[src/rtl/dither_pkg.sv]
package dither_pkg;
   // Floor of every bit period, in clock ticks.
   localparam int unsigned FLOOR_TICKS = 320;
   // Default LFSR seed and feedback tap mask (bits 23, 22, 21, 16).
   localparam logic [23:0] LFSR_SEED_DEF = 24'h1D2C3B;
   localparam logic [23:0] LFSR_TAPS_DEF = 24'hE10000;

   // Smallest unsigned width able to hold value v.
   function automatic int unsigned width_for(input int unsigned v);
      int unsigned w;
      w = 1;
      while ((64'd1 << w) <= 64'(v)) w++;
      return w;
   endfunction
endpackage

[src/rtl/dither_lfsr.sv]
module dither_lfsr #(
   parameter int unsigned       W     = 24,
   parameter int unsigned       OUT_W = 7,
   parameter logic [W-1:0]      SEED  = dither_pkg::LFSR_SEED_DEF,
   parameter logic [W-1:0]      TAPS  = dither_pkg::LFSR_TAPS_DEF
) (
   input  logic             clk,
   input  logic             rst_n,
   input  logic             advance,
   output logic [OUT_W-1:0] rnd_next
);
   if (OUT_W > W) $error("dither_lfsr: OUT_W must not exceed W");
   if (SEED == '0) $error("dither_lfsr: seed must be non-zero");

   logic [W-1:0] state_q;
   logic [W-1:0] state_nx;
   logic         feedback;

   always_comb begin
      feedback = ^(state_q & TAPS);
      state_nx = {state_q[W-2:0], feedback};
   end

   always_ff @(posedge clk or negedge rst_n) begin
      if (!rst_n)       state_q <= SEED;
      else if (advance) state_q <= state_nx;
   end

   assign rnd_next = state_nx[OUT_W-1:0];

   a_r3_lfsr_nonzero: assert property (@(posedge clk) disable iff (!rst_n)
      state_q != '0);
   a_r3_lfsr_holds: assert property (@(posedge clk) disable iff (!rst_n)
      !advance |=> $stable(state_q));
endmodule

[src/rtl/dither_dev_limit.sv]
module dither_dev_limit #(
   parameter int unsigned RND_W     = 7,
   parameter int unsigned DEV_W     = 3,
   parameter bit          SCALE_TOP = 1'b1,
   localparam int unsigned EXTRA_W  = RND_W + 1
) (
   input  logic [RND_W-1:0]   rnd,
   input  logic [DEV_W-1:0]   dev_sel,
   output logic [EXTRA_W-1:0] extra
);
   localparam logic [DEV_W-1:0] DEV_TOP = {DEV_W{1'b1}};

   logic [EXTRA_W-1:0] cap_mask;
   logic [EXTRA_W-1:0] masked;

   // Cap of 2^(dev+1)-1: ones in bit positions 0..dev.
   always_comb begin
      cap_mask = '0;
      for (int i = 0; i < int'(EXTRA_W); i++)
         cap_mask[i] = (i <= int'(dev_sel));
      masked = {1'b0, rnd} & cap_mask;
   end

   if (SCALE_TOP) begin : g_scaled_top
      always_comb begin
         if (dev_sel == '0)          extra = '0;
         else if (dev_sel == DEV_TOP) extra = {rnd, 1'b0};
         else                        extra = masked;
      end
   end else begin : g_plain_top
      always_comb begin
         if (dev_sel == '0) extra = '0;
         else               extra = masked;
      end
   end

   always_comb begin
      a_r5_within_cap: assert (dev_sel == '0 || extra <= cap_mask);
   end
endmodule

[src/rtl/dither_period_ctr.sv]
module dither_period_ctr #(
   parameter int unsigned PER_W = 11
) (
   input  logic             clk,
   input  logic             rst_n,
   input  logic             enable,
   input  logic             req,
   input  logic [PER_W-1:0] new_period,
   output logic             accept,
   output logic             tick,
   output logic             busy,
   output logic [PER_W-1:0] period_q
);
   logic [PER_W-1:0] cnt_q;

   assign tick   = enable && busy && (cnt_q == '0);
   assign accept = enable && req && (!busy || tick);

   always_ff @(posedge clk or negedge rst_n) begin
      if (!rst_n) begin
         busy     <= 1'b0;
         cnt_q    <= '0;
         period_q <= '0;
      end else if (!enable) begin
         busy  <= 1'b0;
         cnt_q <= '0;
      end else if (accept) begin
         busy     <= 1'b1;
         cnt_q    <= new_period - PER_W'(1);
         period_q <= new_period;
      end else if (tick) begin
         busy <= 1'b0;
      end else if (busy) begin
         cnt_q <= cnt_q - PER_W'(1);
      end
   end

   a_r7_count_down: assert property (@(posedge clk) disable iff (!rst_n)
      (enable && busy && cnt_q != '0) |=> (cnt_q == $past(cnt_q) - PER_W'(1)));
   a_r9_period_held: assert property (@(posedge clk) disable iff (!rst_n)
      (busy && !tick) |=> $stable(period_q));
   a_r7_tick_ends_bit: assert property (@(posedge clk) disable iff (!rst_n)
      (tick && !req) |=> !busy);
   a_r10_disable_idles: assert property (@(posedge clk) disable iff (!rst_n)
      !enable |=> !busy);
endmodule

[src/rtl/dither_bit_timer.sv]
module dither_bit_timer #(
   parameter int unsigned BASE_W    = 8,
   parameter int unsigned DEV_W     = 3,
   parameter int unsigned RND_W     = 7,
   parameter int unsigned LFSR_W    = 24,
   parameter bit          SCALE_TOP = 1'b1,
   localparam int unsigned EXTRA_W  = RND_W + 1,
   localparam int unsigned MAX_PER  = dither_pkg::FLOOR_TICKS
                                      + 2 * ((1 << BASE_W) - 1)
                                      + ((1 << EXTRA_W) - 1),
   localparam int unsigned PER_W    = dither_pkg::width_for(MAX_PER)
) (
   input  logic              clk,
   input  logic              rst_n,
   input  logic              enable,
   input  logic [BASE_W-1:0] base_sel,
   input  logic [DEV_W-1:0]  dev_sel,
   input  logic              next_req,
   output logic [PER_W-1:0]  period_out,
   output logic              bit_tick
);
   if (RND_W + 1 < (1 << DEV_W) - 1) $error("dither_bit_timer: random width too small for deviation range");
   if (RND_W >= LFSR_W) $error("dither_bit_timer: random width must be below LFSR width");
   if (BASE_W < 1) $error("dither_bit_timer: base select needs at least one bit");

   localparam logic [PER_W-1:0] FLOOR = PER_W'(dither_pkg::FLOOR_TICKS);

   logic [RND_W-1:0]   rnd;
   logic [EXTRA_W-1:0] extra;
   logic [PER_W-1:0]   new_period;
   logic               accept;
   logic               busy;

   dither_lfsr #(
      .W    (LFSR_W),
      .OUT_W(RND_W),
      .SEED (LFSR_W'(dither_pkg::LFSR_SEED_DEF)),
      .TAPS (LFSR_W'(dither_pkg::LFSR_TAPS_DEF))
   ) u_lfsr (
      .clk     (clk),
      .rst_n   (rst_n),
      .advance (accept),
      .rnd_next(rnd)
   );

   dither_dev_limit #(
      .RND_W    (RND_W),
      .DEV_W    (DEV_W),
      .SCALE_TOP(SCALE_TOP)
   ) u_limit (
      .rnd    (rnd),
      .dev_sel(dev_sel),
      .extra  (extra)
   );

   always_comb begin
      new_period = FLOOR + PER_W'({base_sel, 1'b0}) + PER_W'(extra);
   end

   dither_period_ctr #(
      .PER_W(PER_W)
   ) u_ctr (
      .clk       (clk),
      .rst_n     (rst_n),
      .enable    (enable),
      .req       (next_req),
      .new_period(new_period),
      .accept    (accept),
      .tick      (bit_tick),
      .busy      (busy),
      .period_q  (period_out)
   );

   a_r2_period_floor: assert property (@(posedge clk) disable iff (!rst_n)
      busy |-> (period_out >= FLOOR));
   a_r4_no_spread: assert property (@(posedge clk) disable iff (!rst_n)
      (accept && dev_sel == '0) |=>
         (period_out == FLOOR + PER_W'({$past(base_sel), 1'b0})));
   a_r10_quiet_when_off: assert property (@(posedge clk) disable iff (!rst_n)
      !enable |-> !bit_tick);
   a_r1_idle_no_tick: assert property (@(posedge clk) disable iff (!rst_n)
      !busy |-> !bit_tick);
endmodule

[config.mk]
export PLATFORM = sky130hd
export DESIGN_NAME = dither_bit_timer
export DESIGN_NICKNAME = d
export VERILOG_FILES = /design/src/rtl/dither_pkg.sv /design/src/rtl/dither_lfsr.sv /design/src/rtl/dither_dev_limit.sv /design/src/rtl/dither_period_ctr.sv /design/src/rtl/dither_bit_timer.sv
export SDC_FILE = /design/constraint.sdc
export NUM_CORES = 1
export LEC_CHECK = 0
export CORE_MARGIN = 3
export CORE_UTILIZATION = 69
export CTS_CLUSTER_DIAMETER = 200
export CTS_CLUSTER_SIZE = 20
export DETAILED_ROUTE_END_ITERATION = 6
export DONT_BUFFER_PORTS = 1
export PLACE_DENSITY = 0.87
export SYNTH_ARGS = -nofsm -noshare
export SYNTH_HDL_FRONTEND = slang
export SYNTH_SLANG_ARGS = --single-unit
[constraint.sdc]
create_clock -name clk -period 6.2 [get_ports clk]
set_input_delay 1.24 -clock clk [delete_from_list [all_inputs] [get_ports clk]]
set_output_delay 1.24 -clock clk [all_outputs]
set_load 0.01 [all_outputs]
==> results of run 1 <==
worst paths after layout:
kind | depth (start not counted) | to | startpoint | slack (ps)
max reg2reg | 15 | u_ctr.cnt_q[7] | u_lfsr.state_q[16] | 2380
min | 2 | u_lfsr.state_q[20] | u_lfsr.state_q[19] | 460
max in group asynchronous | 0 | u_lfsr.state_q[5] | rst_n | 5400
max | 15 | u_ctr.cnt_q[7] | dev_sel[0] | 2320
min reg2reg | 2 | u_lfsr.state_q[20] | u_lfsr.state_q[19] | 460
min in group asynchronous | 0 | u_ctr.period_q[8] | rst_n | 610
logic make-up (layout without fill, tap and decap cells):
| logic type | after synthesis | after routing | share of synthesized area, % |
|---|---|---|---|
| AND/OR/NAND/NOR | 170 | 170 | 25.7 |
| buffers and inverters | 33 | 24 | 5.85 |
| multiplexers | 4 | 4 | 1.47 |
| AO/OA/AOI/OAI | 83 | 83 | 19.2 |
| flip-flops | 47 | 47 | 39.0 |
| XOR/XNOR | 6 | 6 | 1.72 |
| adder cells (fa/ha/maj) | 17 | 17 | 7.20 |
layout by cell type, fill, tap and decap left out, types with 2 or more instances in the layout:
cell | synthesis | layout
a21o_1 | 5 | 5
o31a_1 | 2 | 2
inv_6 | 0 | 3
nor3_2 | 2 | 2
a211oi_1 | 4 | 4
inv_1 | 14 | 14
nand3_1 | 10 | 10
nand4_1 | 2 | 2
clkbuf_8 | 0 | 5
nor3_1 | 9 | 9
and2_1 | 2 | 2
nand2b_1 | 2 | 2
a41o_1 | 2 | 2
nand2_1 | 101 | 101
a21oi_1 | 20 | 20
o21a_1 | 2 | 2
o21ai_0 | 16 | 16
buf_4 | 1 | 2
a31oi_1 | 4 | 4
dfstp_2 | 12 | 12
nor4_1 | 3 | 3
xnor2_1 | 3 | 3
or3_1 | 3 | 3
dfrtp_1 | 35 | 35
o21ai_1 | 9 | 9
xor2_1 | 3 | 3
nor2_1 | 24 | 24
a21o_2 | 2 | 2
a211o_1 | 2 | 2
ha_1 | 16 | 16
nor4_4 | 2 | 2
mux2i_1 | 2 | 2
stage by stage:
stage	cell area (sq um)	hold slack, ps	util, %	cells
final	3120	459	75.2	401
after global placement	3020	443	72.9	393
after global routing	3120	485	75.2	401
after CTS	3120	460	75.2	401
after detailed placement	3020	446	72.9	393
after floorplan	3060	435	-	360
power by group through the flow:
stage	logic [W]	clock network (W)	registers [W]
4_1_cts	0.000500	0.000202	0.000565
6_report	0.000502	0.000200	0.000567
2_1_floorplan	0.000434	0	0.000535
3_3_place_gp	0.000473	0	0.000565
5_1_grt	0.000572	0.000214	0.000583
3_5_place_dp	0.000495	0	0.000569
worst max-delay path, delay by kind of cell:
kind | cells | cell delay (ps)
compound gates | 4 | 710
fa+ha+maj | 3 | 730
buf+inv | 1 | 60
simple gates | 6 | 860
xor+xnor | 1 | 470
layout make-up:
type | instances | area share, %
sequential | 47 | 38.2
clock buffer | 5 | 2.21
multi-input combinational | 280 | 54.5
timing repair buffer | 2 | 0.482
clock inverter | 3 | 0.843
inverter | 14 | 1.69
tap | 50 | 2.01
layer usage:
layer | wire length (um) | GRT usage (%)
met5 | 0 | 0
met4 | 175 | 11.7
met3 | 356 | 5.79
met1 | 2780 | 34.4
met2 | 3160 | 43.9
state kept, by name, summed over array words and instances, names as in the netlist:
name and count:
u_ctr.busy 1, u_ctr.period_q 11, u_ctr.cnt_q 11, u_lfsr.state_q 24
==> flow_summary_export.csv, run 1 <==
group,metric,value,unit
synth,ys.flop_type,"dfrtp_1",
power_and_ir_drop,switchingPower,0.000546,W
setup_path,path_max_fanout,11,
power_and_ir_drop,total_power,0.00127,W
power_and_ir_drop,switching_share,43.0,%
synth,ys_seq_area_share,39.0,%
setup_path,cpPeakStageDelay,470,ps
timing,grt_setup_unrepaired,"false",
floorplan,start_util,73.8,%
floorplan,rows,23,
clock_tree,cts_resized,0,
synth,synth.area.top_cells,"dfrtp_1 29%, nand2_1 12%, dfstp_2 10%",
routing,drt_wl_total,6.47,mm
clock_tree,clock_sink_count,47,
timing,finClkSkew,9.44,ps
setup_path,cp-start-kind,"input pin",
clock_tree,cts-hold-fix-buffers,0,
power_and_ir_drop,internal-power,0.000723,W
setup_path,end_kind,"flop",
placement,dp_hpwl,4.56,mm
setup_path,path_cells,"or2_2 > a21oi_1 > a41o_1 > nor2_1 > ha_1 > ha_1 > inv_1 > fa_1 > nand2b_1 > a21oi_1 > xor2_1 > nor3_2 > a32o_2 > nor4_1 > nor3_1",
clock_tree,post_cts_buffers,0,
power_and_ir_drop,clockPowerShare,15.7,%
timing,fin_crit,3880,ps
routing,drt_iter0_drc,215,
job,drv_cap,0,
timing,final_max_slew_viol_count,0,
synth,postSynthAreaPerCell,8.49,sq um
synth,async_flop_share,100,%
power_and_ir_drop,pwr-share-comb,39.6,%
power_and_ir_drop,pwr-share-seq,44.7,%
clock_tree,clock_path_buffers,2,
routing,ant_nets,0,
status,status,"finished clean",
synth,ys_warn_count,0,
synth,synth_seq_cells,47,
clock_tree,clk_pin_slew,100,ps
layout,fin_nets,382,
global_routing,grt_pass1_vias,2539,
synth,syn-num-nets,392,
routing,viasPerCell,6.38,
synth,synth_edf_count,0,
layout,drive_gt1_share,11.7,%
floorplan,die_h,72.6,um
clock_tree,htreeDepth,2,
clock_tree,cts_tree,"yes",
placement,place.gp.congestion,0.894,
layout,antennaDiodeCount,0,
layout,fill_cells,330,
setup_path,cp.arrival,4060,ps
global_routing,grt_max_degree,63,
clock_tree,ctsRootBufferMaster,"clkbuf_8",
synth,yosys.cell_count.top_type,"nand2_1",
clock_tree,clkLatencyLatePin,310,ps
floorplan,ios,27,
layout,multiInputGateArea,1700,sq um
timing,relSlewSlack,35.3,%
global_routing,antenna_found_initial,0,
synth,synth_cell_types,63,
global_routing,gr-usage-all-layers,26.8,%
placement,numPortBuffers,0,
global_routing,grt_pass1_wl,11.1,mm
synth,synth_area,3060,sq um
timing,hold_violations,0,
layout,register_area,1190,sq um
synth,synth_common_cells,"101 x nand2_1, 35 x dfrtp_1, 24 x nor2_1, 20 x a21oi_1",
timing,tns,0,ps
routing,wire_per_inst,16.1,um
placement,pre_cts_slack,2030,ps
routing,drc,0,
timing,worst_pin_slew,971,ps
power_and_ir_drop,leakagePower,1.44,nW
layout,syn_to_final_growth,1.88,%
floorplan,core-area,4140,sq um
power_and_ir_drop,powerDensity,407,nW/um^2
synth,synthCells,360,
synth,synth_top_area_cell,"dfrtp_1",
power_and_ir_drop,vdd_drop_max,0.265,mV
setup_path,critPathKind,"in -> reg",
floorplan,die_w,72.6,um
timing,fin_crit_sh,62.5,%
hold_path,hp-class,"reg -> reg",
global_routing,gr-total-overflow,0,
timing,final-setup-viol-count,0,
timing,fmax,0.258,GHz
routing,dr.pass1.iters,5,
timing,worst_slack,2320,ps
setup_path,critPathSlowestCell,"xor2_1",
routing,dr_total_vias,2558,
floorplan,dieArea,5270,sq um
setup_path,required,6380,ps
clock_tree,cts_buffers,5,
synth,synth.top_cell.area_share,28.6,%
Note: power is estimated with default switching activity, not from simulation.
==> inputs of run 2 (changes only) <==
--- a/config.mk
+++ b/config.mk
@@ -6,12 +6,12 @@
 export NUM_CORES = 1
 export LEC_CHECK = 0
 export CORE_MARGIN = 3
-export CORE_UTILIZATION = 69
+export CORE_UTILIZATION = 64
 export CTS_CLUSTER_DIAMETER = 200
 export CTS_CLUSTER_SIZE = 20
 export DETAILED_ROUTE_END_ITERATION = 6
 export DONT_BUFFER_PORTS = 1
-export PLACE_DENSITY = 0.87
+export PLACE_DENSITY = 0.82
 export SYNTH_ARGS = -nofsm -noshare
 export SYNTH_HDL_FRONTEND = slang
 export SYNTH_SLANG_ARGS = --single-unit
==> constraint.sdc (replaced) <==
create_clock -name clk -period 3.92 [get_ports clk]
set_input_delay 0.784 -clock clk [delete_from_list [all_inputs] [get_ports clk]]
set_output_delay 0.784 -clock clk [all_outputs]
set_load 0.01 [all_outputs]
==> run 2 against run 1 <==
Compared with the run above:
- sequential share of layout area down 0.47 points
- combinational power up 59%
- worst hold slack worse by 300 ps
- power up 62%
- global-route usage down 2.7 points
- setup slack worse by 2000 ps
- final cell count up 1.0%
- first-iteration DRC count down 32%
- highest routed layer unchanged
- largest power group unchanged
- clock power up 85%
- critical path depth unchanged
==> flow_summary_export.csv, run 2 (synthesized netlist as in run 1, its figures left out) <==
group,metric,value,unit
status,status,"finished clean",
routing,drt_wl_total,6.39,mm
routing,wire_per_inst,15.8,um
clock_tree,clock_sink_count,47,
placement,dp_hpwl,4.54,mm
setup_path,required,4100,ps
setup_path,cp-start-kind,"flop",
floorplan,die_w,75.1,um
power_and_ir_drop,pwr-share-comb,38.8,%
clock_tree,ctsRootBufferMaster,"clkbuf_8",
timing,worst_slack,319,ps
floorplan,dieArea,5640,sq um
clock_tree,clkLatencyLatePin,310,ps
timing,fmax,0.278,GHz
floorplan,core-area,4470,sq um
hold_path,hp-class,"in -> async",
routing,dr.pass1.iters,4,
global_routing,grt_max_degree,54,
placement,place.gp.congestion,0.849,
layout,syn_to_final_growth,3.15,%
placement,numPortBuffers,0,
routing,drt_iter0_drc,146,
timing,final-setup-viol-count,0,
global_routing,gr-total-overflow,0,
timing,relSlewSlack,33.4,%
global_routing,grt_pass1_wl,10.5,mm
clock_tree,post_cts_buffers,0,
floorplan,die_h,75.1,um
setup_path,reg2reg_depth,15,
timing,hold_violations,0,
layout,fin_util,70.5,%
floorplan,rows,24,
routing,dr_total_vias,2537,
floorplan,ios,27,
timing,grt_setup_unrepaired,"false",
clock_tree,htreeDepth,2,
global_routing,antenna_found_initial,0,
setup_path,r2r-start,"u_lfsr.state_q[16]",
layout,fin_nets,384,
setup_path,cp.arrival,3780,ps
power_and_ir_drop,internal-power,0.00121,W
layout,instances_no_fill,405,
routing,ant_nets,0,
routing,drc,0,
power_and_ir_drop,total_power,0.00206,W
placement,dp_cells,397,
layout,final_common_cell,"nand2_1",
setup_path,critPathKind,"reg -> reg",
power_and_ir_drop,vdd_drop_max,0.418,mV
clock_tree,cts_tree,"yes",
layout,antennaDiodeCount,0,
timing,fin_crit_sh,91.9,%
layout,top_register,"u_lfsr.state_q",
timing,fin_crit,3600,ps
power_and_ir_drop,clockPowerShare,17.9,%
setup_path,end_kind,"flop",
timing,final_max_slew_viol_count,0,
job,drv_cap,0,
layout,largestRegisters,"u_lfsr.state_q: 24 flops, u_ctr.cnt_q: 11 flops, u_ctr.period_q: 11 flops",
clock_tree,cts-hold-fix-buffers,0,
power_and_ir_drop,switching_share,41.1,%
layout,largest_reg_flops,24,
power_and_ir_drop,switchingPower,0.000847,W
clock_tree,cts_resized,0,
global_routing,gr-usage-all-layers,24.1,%
routing,viasPerCell,6.26,
floorplan,start_util,68.3,%
global_routing,grt_pass1_vias,2389,
layout,final_cell_mix,"101 x nand2_1, 35 x dfrtp_1, 24 x nor2_1, 20 x a21oi_1",
power_and_ir_drop,leakagePower,1.46,nW
layout,drive_gt1_share,12.2,%
timing,finClkSkew,9.68,ps
clock_tree,clk_pin_slew,100,ps
placement,pre_cts_slack,216,ps
clock_tree,clock_path_buffers,2,
setup_path,reg2reg_slack,320,ps
timing,worst_pin_slew,999,ps
setup_path,path_max_fanout,5,
clock_tree,cts_buffers,5,
timing,tns,0,ps
power_and_ir_drop,pwr-share-seq,43.4,%
power_and_ir_drop,powerDensity,654,nW/um^2
setup_path,r2r_end,"u_ctr.cnt_q[7]",
[run 2: routing by layer]
metal	routed length [um]	GRT usage [%]	vias to the layer above
met5	0	0	-
met4	107	8.10	0
met3	387	4.41	12
met2	3080	41.4	84
met1	2810	30.5	1212
li1	-	-	1229
[run 2: layout make-up]
class / instances / area, sq um
clock buffer: 5 / 68.8
inverter: 14 / 52.6
sequential: 47 / 1190
tap: 52 / 65.1
timing repair buffer: 4 / 30.0
multi-input combinational: 280 / 1700
clock inverter: 3 / 47.5
fill: 342 / 1320
[run 2: worst max-delay path by stage]
stage / start / end / slack, ps / cells past startpoint
floorplan: dev_sel[2] / u_ctr.cnt_q[7] / 150 / 14
global placement: dev_sel[0] / u_ctr.cnt_q[7] / 300 / 14
detailed placement: dev_sel[0] / u_ctr.cnt_q[7] / 220 / 14
CTS: u_lfsr.state_q[16] / u_ctr.cnt_q[7] / 320 / 15
global route: u_lfsr.state_q[16] / u_ctr.cnt_q[7] / 0.4 / 15
finish: u_lfsr.state_q[16] / u_ctr.cnt_q[7] / 320 / 15
[run 2: per-stage QoR]
step	instance area [sq um]	hold slack, ps
floorplan	3060	435
global placement	3040	440
detailed placement	3040	445
CTS	3150	148
global route	3150	142
finish	3150	157
[run 2: power by group through the flow]
stage	Sequential, W	Combinational (W)	Clock, W
floorplan	0.000847	0.000687	0
CTS	0.000890	0.000794	0.000379
global route	0.000919	0.000911	0.000391
detailed placement	0.000899	0.000790	0
global placement	0.000892	0.000762	0
finish	0.000894	0.000799	0.000369
[run 2: worst max-delay path, stage by stage (launching register included)]
cell	delay [ps]
dfstp_2	560
xnor2_1	140
xnor2_1	130
a41o_1	250
nor2_1	90
ha_1	140
ha_1	170
inv_1	60
fa_1	380
nand2b_1	180
a21oi_1	170
xor2_1	460
nor3_2	110
a32o_2	280
nor4_1	260
nor3_1	80
==> inputs of run 3 (changes only) <==
--- a/config.mk
+++ b/config.mk
@@ -7,10 +7,12 @@
 export LEC_CHECK = 0
 export CORE_MARGIN = 3
 export CORE_UTILIZATION = 64
+export CTS_BUF_LIST = sky130_fd_sc_hd__clkbuf_16
 export CTS_CLUSTER_DIAMETER = 200
 export CTS_CLUSTER_SIZE = 20
 export DETAILED_ROUTE_END_ITERATION = 6
 export DONT_BUFFER_PORTS = 1
+export MAX_ROUTING_LAYER = met4
 export PLACE_DENSITY = 0.82
 export SYNTH_ARGS = -nofsm -noshare
 export SYNTH_HDL_FRONTEND = slang
==> run 3 against run 2 <==
Compared with the run above:
- critical path depth shrank 1
- power grew 6.6%
- setup slack lost 3.6 ps
- sequential cell count is the same
- critical path type unchanged
==> flow_summary_export.csv, run 3 (synthesized netlist as in run 1, its figures left out) <==
group,metric,value,unit
layout,top_register,"u_lfsr.state_q",
timing,fin_crit,3600,ps
placement,dp_hpwl,4.54,mm
power_and_ir_drop,leakagePower,1.48,nW
layout,fill_cells,334,
setup_path,path_max_fanout,4,
layout,final_common_cell,"nand2_1",
global_routing,gr-total-overflow,0,
floorplan,ios,27,
floorplan,core-area,4470,sq um
timing,finClkSkew,10.6,ps
clock_tree,clk_pin_slew,70,ps
power_and_ir_drop,powerDensity,683,nW/um^2
global_routing,grt_pass1_wl,10.9,mm
clock_tree,ctsRootBufferMaster,"clkbuf_16",
clock_tree,clkLatencyLatePin,290,ps
floorplan,dieArea,5640,sq um
floorplan,start_util,68.3,%
setup_path,cp.arrival,3810,ps
timing,fmax,0.277,GHz
timing,final-setup-viol-count,0,
setup_path,end_kind,"flop",
timing,fin_crit_sh,91.9,%
placement,dpl-instance-area,3040,sq um
setup_path,critPathSlowestCell,"dfstp_2",
timing,hold_violations,0,
setup_path,critPathKind,"reg -> reg",
clock_tree,clock_path_buffers,2,
layout,syn_to_final_growth,5.24,%
layout,final_cell_mix,"101 x nand2_1, 35 x dfrtp_1, 24 x nor2_1, 20 x a21oi_1",
clock_tree,cts_tree,"yes",
layout,antennaDiodeCount,0,
routing,drc,0,
timing,grt_setup_unrepaired,"false",
status,status,"finished clean",
floorplan,die_w,75.1,um
timing,final_max_slew_viol_count,0,
job,drv_cap,0,
layout,multiInputGateArea,1710,sq um
setup_path,cp_num_buf_inv,1,
clock_tree,cts_buffers,5,
layout,fin_area,3220,sq um
routing,dr.pass1.iters,6,
timing,tns,0,ps
routing,ant_nets,0,
setup_path,required,4120,ps
layout,drive_gt1_share,12.5,%
routing,drt_iter0_drc,199,
layout,fin_nets,384,
global_routing,grt_pass1_vias,2448,
placement,numPortBuffers,0,
timing,worst_pin_slew,959,ps
routing,wire_per_inst,16.2,um
setup_path,cp_top_family,"compound AO/OA/AOI/OAI gates",
routing,dr_total_vias,2591,
clock_tree,post_cts_buffers,0,
routing,drt_wl_total,6.56,mm
setup_path,path_cells,"xnor2_1 > xnor2_1 > a41o_1 > nor2_1 > ha_1 > ha_1 > inv_1 > fa_1 > nand2b_1 > a21o_2 > o311a_1 > o21a_1 > or3_1 > a31oi_1",
global_routing,antenna_found_initial,0,
global_routing,grt_max_degree,54,
power_and_ir_drop,vdd_drop_max,0.412,mV
layout,register_area,1190,sq um
routing,viasPerCell,6.40,
layout,largest_reg_flops,24,
timing,relSlewSlack,36.1,%
clock_tree,clock_sink_count,47,
floorplan,rows,24,
global_routing,gr-usage-all-layers,25.8,%
hold_path,hp-class,"in -> async",
setup_path,cp-start-kind,"flop",
setup_path,cpPeakStageDelay,550,ps
floorplan,die_h,75.1,um
layout,fin_util,71.9,%
placement,place.gp.congestion,0.863,
layout,largestRegisters,"u_lfsr.state_q: 24 flops, u_ctr.cnt_q: 11 flops, u_ctr.period_q: 11 flops",
clock_tree,htreeDepth,2,
run 3: what timing repair did:
item / CTS / global route
resized for setup: 0 / 1
hold buffers: 0 / 0
endpoints found under the setup margin: 0 / 1
run 3: final cells by class:
cell class              count  share of cell area [%]
multi-input cells         280                    53.0
flip-flops and latches     47                    37.0
clock buffers               5                    3.89
well taps                  52                    2.02
inverters                  14                    1.63
clock inverters             3                    1.48
repair buffers              4                   0.933
run 3: final timing paths:
check / from / endpoint / slack [ps] / depth (start not counted)
worst max-delay path: u_lfsr.state_q[16] / u_ctr.cnt_q[8] / 320 / 14
min in group clk: u_lfsr.state_q[19] / u_lfsr.state_q[20] / 450 / 2
max in group asynchronous: rst_n / u_lfsr.state_q[11] / 3530 / 0
worst min register to register: u_lfsr.state_q[19] / u_lfsr.state_q[20] / 450 / 2
worst max register to register: u_lfsr.state_q[16] / u_ctr.cnt_q[8] / 320 / 14
worst min-delay path: rst_n / u_ctr.period_q[8] / 180 / 0
run 3: power breakdown:
| part | internal (W) | switching, W | leakage, nW |
|---|---|---|---|
| registers | 0.000694 | 0.000202 | 0.586 |
| logic | 0.000330 | 0.000478 | 0.811 |
| clock network | 0.000304 | 0.000190 | 0.0844 |
| total | 0.00133 | 0.000870 | 1.48 |
run 3: worst reg2reg max path, cell delays in order, from the launching register on:
cell      delay, ps
dfstp_2         550
xnor2_1         150
xnor2_1         130
a41o_1          250
nor2_1          120
ha_1            170
ha_1            180
inv_1            60
fa_1            380
nand2b_1        180
a21o_2          220
o311a_1         350
o21a_1          230
or3_1           340
a31oi_1         200
run 3: metal layers:
layer / vias up / global-route usage, % / routed length, um
met5: - / - / 0
met4: 0 / 6.92 / 87
met3: 10 / 4.14 / 387
met2: 91 / 42.7 / 3230
met1: 1258 / 32.7 / 2850
li1: 1232 / - / -
run 3: through the flow:
step / hold slack, ps / power, W / std cells / worst slack [ps]
6_report: 183 / 0.00220 / 405 / 316
5_1_grt: 171 / 0.00236 / 405 / 25.3
4_1_cts: 181 / 0.00219 / 405 / 249
3_5_place_dp: 445 / 0.00169 / 397 / 216
3_3_place_gp: 440 / 0.00165 / 397 / 302
2_1_floorplan: 435 / 0.00153 / 360 / 146
